===== config.mk =====
export PLATFORM = sky130hd
export DESIGN_NAME = swap_page_seq
export DESIGN_NICKNAME = d
export VERILOG_FILES = /design/src/rtl/sws_pkg.sv /design/src/rtl/sws_cmd_store.sv /design/src/rtl/sws_step_fsm.sv /design/src/rtl/sws_req_fmt.sv /design/src/rtl/swap_page_seq.sv
export SDC_FILE = /design/constraint.sdc
export NUM_CORES = 1
export LEC_CHECK = 0
export ABC_AREA = 1
export BUFFER_PORTS_ARGS = -buffer_cell sky130_fd_sc_hd__buf_2
export CAP_MARGIN = 15
export CORE_ASPECT_RATIO = 0.7
export CORE_MARGIN = 3
export CORE_UTILIZATION = 44
export CTS_CLUSTER_DIAMETER = 200
export DETAILED_ROUTE_END_ITERATION = 16
export PLACE_DENSITY = 0.77
export SLEW_MARGIN = 20
export SYNTH_ARGS = -nofsm -noshare
export SYNTH_HDL_FRONTEND = slang
export SYNTH_SLANG_ARGS = --single-unit

===== constraint.sdc =====
create_clock -name clk -period 1.55 [get_ports clk]
set_clock_uncertainty 0.2 [all_clocks]
set_input_delay 0 -clock clk [delete_from_list [all_inputs] [get_ports clk]]
set_output_delay 0 -clock clk [all_outputs]
set_load 0.01 [all_outputs]

===== src/rtl/sws_pkg.sv =====
package sws_pkg;

    typedef enum logic [2:0] {
        OP_NONE    = 3'd0,
        OP_DIR_RD  = 3'd1,
        OP_DIR_WR  = 3'd2,
        OP_INVAL   = 3'd3,
        OP_INSTALL = 3'd4,
        OP_LOAD    = 3'd5
    } op_kind_e;

    typedef enum logic [1:0] {
        PH_IDLE  = 2'd0,
        PH_ISSUE = 2'd1,
        PH_WAIT  = 2'd2
    } phase_e;

    localparam int unsigned NUM_STEPS = 5;

endpackage


===== src/rtl/sws_cmd_store.sv =====
module sws_cmd_store #(
    parameter int unsigned PAGE_W  = 20,
    parameter int unsigned FRAME_W = 16,
    parameter int unsigned ROOT_W  = 64
) (
    input  logic               clk,
    input  logic               rst_n,
    input  logic               load_cmd,
    input  logic [PAGE_W-1:0]  in_page_i,
    input  logic [PAGE_W-1:0]  out_page_i,
    input  logic [FRAME_W-1:0] frame_i,
    input  logic               load_root,
    input  logic [ROOT_W-1:0]  root_i,
    output logic [PAGE_W-1:0]  in_page_o,
    output logic [PAGE_W-1:0]  out_page_o,
    output logic [FRAME_W-1:0] frame_o,
    output logic [ROOT_W-1:0]  root_o
);

    typedef struct packed {
        logic [PAGE_W-1:0]  in_page;
        logic [PAGE_W-1:0]  out_page;
        logic [FRAME_W-1:0] frame;
        logic [ROOT_W-1:0]  root;
    } store_t;

    store_t st_d, st_q;

    always_comb begin
        st_d = st_q;
        if (load_cmd) begin
            st_d.in_page  = in_page_i;
            st_d.out_page = out_page_i;
            st_d.frame    = frame_i;
            st_d.root     = '0;
        end
        if (load_root) begin
            st_d.root = root_i;
        end
    end

    always_ff @(posedge clk or negedge rst_n) begin
        if (!rst_n) begin
            st_q <= '0;
        end else begin
            st_q <= st_d;
        end
    end

    assign in_page_o  = st_q.in_page;
    assign out_page_o = st_q.out_page;
    assign frame_o    = st_q.frame;
    assign root_o     = st_q.root;

endmodule


===== src/rtl/sws_step_fsm.sv =====
module sws_step_fsm
    import sws_pkg::*;
(
    input  logic     clk,
    input  logic     rst_n,
    input  logic     cmd_valid,
    input  logic     req_ready,
    input  logic     rsp_valid,
    input  logic     rsp_fail,
    output logic     cmd_fire,
    output op_kind_e step,
    output logic     req_valid,
    output logic     busy,
    output logic     in_wait,
    output logic     done,
    output logic     err,
    output logic     root_take
);

    typedef struct packed {
        phase_e   phase;
        op_kind_e step;
        logic     done;
        logic     err;
    } fsm_t;

    fsm_t s_d, s_q;
    logic rsp_ok;
    logic last_step;

    assign busy      = (s_q.phase != PH_IDLE);
    assign req_valid = (s_q.phase == PH_ISSUE);
    assign in_wait   = (s_q.phase == PH_WAIT);
    assign cmd_fire  = cmd_valid && !busy;
    assign rsp_ok    = in_wait && rsp_valid && !rsp_fail;
    assign last_step = (s_q.step == OP_LOAD);
    assign root_take = rsp_ok && (s_q.step == OP_DIR_RD);

    always_comb begin
        s_d      = s_q;
        s_d.done = 1'b0;
        unique case (s_q.phase)
            PH_IDLE: begin
                if (cmd_fire) begin
                    s_d.phase = PH_ISSUE;
                    s_d.step  = OP_DIR_RD;
                    s_d.err   = 1'b0;
                end
            end
            PH_ISSUE: begin
                if (req_ready) begin
                    s_d.phase = PH_WAIT;
                end
            end
            PH_WAIT: begin
                if (rsp_valid) begin
                    if (rsp_fail) begin
                        s_d.phase = PH_IDLE;
                        s_d.step  = OP_NONE;
                        s_d.err   = 1'b1;
                    end else if (last_step) begin
                        s_d.phase = PH_IDLE;
                        s_d.step  = OP_NONE;
                        s_d.done  = 1'b1;
                    end else begin
                        s_d.phase = PH_ISSUE;
                        s_d.step  = op_kind_e'(s_q.step + 3'd1);
                    end
                end
            end
            default: begin
                s_d.phase = PH_IDLE;
                s_d.step  = OP_NONE;
            end
        endcase
    end

    always_ff @(posedge clk or negedge rst_n) begin
        if (!rst_n) begin
            s_q <= '{phase: PH_IDLE, step: OP_NONE, done: 1'b0, err: 1'b0};
        end else begin
            s_q <= s_d;
        end
    end

    assign step = s_q.step;
    assign done = s_q.done;
    assign err  = s_q.err;

endmodule


===== src/rtl/sws_req_fmt.sv =====
module sws_req_fmt
    import sws_pkg::*;
#(
    parameter int unsigned PAGE_W   = 20,
    parameter int unsigned FRAME_W  = 16,
    parameter int unsigned ROOT_W   = 64,
    parameter int unsigned ADDR_W   = 40,
    parameter logic [ADDR_W-1:0] DIR_BASE = '0
) (
    input  op_kind_e           step,
    input  logic [PAGE_W-1:0]  in_page,
    input  logic [PAGE_W-1:0]  out_page,
    input  logic [FRAME_W-1:0] frame,
    input  logic [ROOT_W-1:0]  root,
    output logic [ADDR_W-1:0]  op_addr,
    output logic [PAGE_W-1:0]  op_page,
    output logic [ROOT_W-1:0]  op_root
);

    localparam int unsigned PAD_PG = ADDR_W - PAGE_W;
    localparam int unsigned PAD_FR = ADDR_W - FRAME_W;

    logic [ADDR_W-1:0] in_entry;
    logic [ADDR_W-1:0] out_entry;
    logic [ADDR_W-1:0] frame_addr;

    assign in_entry   = DIR_BASE + {{PAD_PG{1'b0}}, in_page};
    assign out_entry  = DIR_BASE + {{PAD_PG{1'b0}}, out_page};
    assign frame_addr = {{PAD_FR{1'b0}}, frame};

    always_comb begin
        op_addr = '0;
        op_page = '0;
        op_root = '0;
        unique case (step)
            OP_DIR_RD: begin
                op_addr = in_entry;
                op_page = in_page;
            end
            OP_DIR_WR: begin
                op_addr = out_entry;
                op_page = out_page;
            end
            OP_INVAL: begin
                op_addr = frame_addr;
                op_page = out_page;
            end
            OP_INSTALL: begin
                op_addr = frame_addr;
                op_page = in_page;
                op_root = root;
            end
            OP_LOAD: begin
                op_addr = frame_addr;
                op_page = in_page;
            end
            default: begin
                op_addr = '0;
            end
        endcase
    end

endmodule


===== src/rtl/swap_page_seq.sv =====
module swap_page_seq
    import sws_pkg::*;
#(
    parameter int unsigned PAGE_W   = 20,
    parameter int unsigned FRAME_W  = 16,
    parameter int unsigned ROOT_W   = 64,
    parameter int unsigned ADDR_W   = 40,
    parameter logic [ADDR_W-1:0] DIR_BASE = 40'hF0_0000_0000
) (
    input  logic               clk,
    input  logic               rst_n,
    input  logic               cmd_valid,
    output logic               cmd_ready,
    input  logic [PAGE_W-1:0]  cmd_in_page,
    input  logic [PAGE_W-1:0]  cmd_out_page,
    input  logic [FRAME_W-1:0] cmd_frame,
    output logic               busy,
    output logic               done,
    output logic               err,
    output logic               req_valid,
    input  logic               req_ready,
    output logic [2:0]         op_kind,
    output logic [ADDR_W-1:0]  op_addr,
    output logic [PAGE_W-1:0]  op_page,
    output logic [ROOT_W-1:0]  op_root,
    input  logic               rsp_valid,
    input  logic               rsp_fail,
    input  logic [ROOT_W-1:0]  rsp_root
);

    logic               cmd_fire;
    logic               in_wait;
    logic               root_take;
    op_kind_e           step;
    logic [PAGE_W-1:0]  st_in_page;
    logic [PAGE_W-1:0]  st_out_page;
    logic [FRAME_W-1:0] st_frame;
    logic [ROOT_W-1:0]  st_root;

    sws_step_fsm u_fsm (
        .clk       (clk),
        .rst_n     (rst_n),
        .cmd_valid (cmd_valid),
        .req_ready (req_ready),
        .rsp_valid (rsp_valid),
        .rsp_fail  (rsp_fail),
        .cmd_fire  (cmd_fire),
        .step      (step),
        .req_valid (req_valid),
        .busy      (busy),
        .in_wait   (in_wait),
        .done      (done),
        .err       (err),
        .root_take (root_take)
    );

    sws_cmd_store #(
        .PAGE_W  (PAGE_W),
        .FRAME_W (FRAME_W),
        .ROOT_W  (ROOT_W)
    ) u_store (
        .clk        (clk),
        .rst_n      (rst_n),
        .load_cmd   (cmd_fire),
        .in_page_i  (cmd_in_page),
        .out_page_i (cmd_out_page),
        .frame_i    (cmd_frame),
        .load_root  (root_take),
        .root_i     (rsp_root),
        .in_page_o  (st_in_page),
        .out_page_o (st_out_page),
        .frame_o    (st_frame),
        .root_o     (st_root)
    );

    sws_req_fmt #(
        .PAGE_W   (PAGE_W),
        .FRAME_W  (FRAME_W),
        .ROOT_W   (ROOT_W),
        .ADDR_W   (ADDR_W),
        .DIR_BASE (DIR_BASE)
    ) u_fmt (
        .step     (step),
        .in_page  (st_in_page),
        .out_page (st_out_page),
        .frame    (st_frame),
        .root     (st_root),
        .op_addr  (op_addr),
        .op_page  (op_page),
        .op_root  (op_root)
    );

    assign cmd_ready = !busy;
    assign op_kind   = 3'(step);

endmodule


==> out/qor.txt <==
Status = finished, violations left
Violated checks = setup timing
Final period utilization = 1.38
Pins over their slew limit = 0
Area of the core = 13600 µm²
Peak Freq = 468 MHz
I/O pins = 258
DR WL/cell = 24.9 µm
Clock Pin Slew Worst Setup and Hold Paths = 60 ps
WHS = 120 ps
Area growth syn-to-layout = 101%
DIE HEIGHT = 106 µm
# DRC = 0
Critical path cell sequence = buf_6 > inv_4 > nand2_4 > inv_6 > nand2_8 > clkbuf_16 > nor2_1 > buf_2
Tot Pwr = 18.9 mW
Crit path DAT = 1940 ps
Die area = 15900 µm²
Most frequent cells in the layout = nand2_1, buf_2, dfrtp_1, dlygate4sd3_1, inv_1
TritonCTS clock tree = yes
Ys Warns = 0
Slowest stage cell on the critical path = dfrtp_1
Cell Area, Synth = 6320 µm²
Post-layout util = 0.936
Num CTS Buffers = 17
Dpl hpwl = 12600 µm
Worst vdd ir = 0.993 mV
FF+latch count, synth = 127
Final ANT Viol Nets = 0
# port buffers = 241
Largest net degree at the start of global routing = 67
Startpoint type of the worst setup path = flop
Worst min path class = input pin to flop
Nets = 1425
Final WL = 37400 µm
Vias post-DR = 8913
Crit Path Category = flop to output port
FILL cells = 396
Max Cap Violations = 0
GRT overflow = 0
Starting density of the core = 0.466
Final Hold Viols = 0
Vias in the first global route = 7846
CTS root buf = clkbuf_16
Initial antenna violation count = 5
First-pass GRT wire length = 40600 µm
Vias per cell = 5.93
Unrepaired setup endpoints after global routing = yes
Synth Instances = 860
Layout cells sized above 1 = 0.457
Avg Inst Size Synth = 7.35 µm²
Largest stage delay on the critical path = 410 ps
Die width = 149 µm
Pre-CTS setup slack = -115 ps
CP required = 1350 ps
Commonest non-fill, non-tap cell in the layout = nand2_1
Seq/Total Area, Yosys = 0.503
Cell Rows = 35
First DRT Iteration DRCs = 1030
Power density over cell area = 1480 nW/µm²
Netlist cell types = 21
Setup crit end kind = output port
CP Max Fanout = 8
Total GRT Usage = 0.326
Setup ws final = -587 ps
Number of clock sinks = 127
DR pass1 iterations = 6
Final GP Congestion = 0.819
Maximum level of the CTS H-tree = 4
Clk Latency, worst-skew pair = 420 ps
Lkg Pwr = 6.49 nW
Max clock buf depth = 2
Final min period = 2140 ps
Setup Viol. Count Final = 237
==> state kept, by name, indices dropped and copies added (netlist names) <==
register,count
u_store.root_o,64
u_store.in_page_o,20
u_store.out_page_o,20
u_store.frame_o,16
u_fsm.step,3
u_fsm.s_q,2
u_fsm.done,1
u_fsm.err,1
==> final timing paths <==
path	from	end	slack, ps	cells after the start
min in group asynchronous	rst_n	u_fsm.step[2]	670	4
min reg2reg	u_store.out_page_o[1]	u_store.out_page_o[1]	280	2
max reg2reg	u_fsm.s_q[6]	u_fsm.err	-500	10
max	u_fsm.step[1]	op_root[61]	-590	8
min	cmd_frame[4]	u_store.frame_o[4]	120	4
max in group asynchronous	rst_n	u_store.root_o[17]	140	4
==> Yosys cell counts <==
cell type  number  area share
buf_4          30       0.036
nor2_2          4      0.0040
clkbuf_1        5      0.0030
nor2_1         74       0.044
nand2_2         2      0.0020
nand3_1        76       0.060
o211ai_1        7      0.0083
buf_2          23       0.018
dfrtp_1       127        0.50
buf_1           3      0.0018
o21ai_0        27       0.021
a21oi_1         1     0.00079
inv_2           5      0.0030
inv_1          84       0.050
nand2_1       374        0.22
o21ai_2         1      0.0014
o22ai_1         8      0.0079
buf_6           6       0.011
inv_4           1     0.00099
nor2_4          1      0.0018
conb_1          1     0.00059
==> routing by layer <==
| layer | share of wire | vias up | global-route usage |
|---|---|---|---|
| met5 | 0.00053 | - | 0 |
| met4 | 0.084 | 2 | 0.150 |
| met3 | 0.13 | 323 | 0.0801 |
| met2 | 0.47 | 946 | 0.534 |
| met1 | 0.32 | 4165 | 0.408 |
| li1 | - | 3477 | - |
==> logic make-up (layout without fill, tap and decap cells) <==
kind of cell | after synthesis | count (layout) | share of synthesized area
simple gates | 531 | 531 | 0.334
other cells | 1 | 21 | 0.000593
compound gates | 44 | 44 | 0.0398
buf+inv | 157 | 594 | 0.123
flops | 127 | 127 | 0.503
==> report_power, final <==
group	internal, mW	leakage, nW	switching (mW)
Sequential	4.39	1.67	1.07
Combinational	4.14	4.55	5.16
Clock	2.42	0.269	1.68
==> cell type report <==
cell class                      instances  area [µm²]  share of cell area
Clock buffer                           20         447              0.0351
Multi-Input combinational cell        591        3600               0.283
Clock inverter                         12         138              0.0108
Sequential cell                       127        3180               0.250
Inverter                               90         394              0.0310
Tap cell                              185         231              0.0182
Timing Repair inverter                  2        31.3             0.00246
Timing Repair Buffer                  470        4680               0.368
Antenna cell                            5        12.5            0.000985
==> critical path, delay by kind of cell, from the launching register on <==
kind	cells	cell delay (ps)
buffers and inverters	5	730
AND/OR/NAND/NOR	3	370
flip-flops	1	410
==> through the flow <==
stage,std cells,setup TNS (ps),cell area (µm²)
floorplan,875,0,6380
global placement,1272,-2580,7840
detailed placement,1272,-7610,7840
CTS,1460,-57850,11000
global route,1501,-96820,12700
finish,1502,-89810,12700
==> repair_timing <==
item                                   CTS  global route
cloned                                  16            28
resized for setup                      199           264
endpoints found under the hold margin  254             0
pin swaps                               12            60
hold buffers                           126             0
setup buffers                           15            14
setup endpoints to repair              230           237
Note: power is estimated with default switching activity, not from simulation.
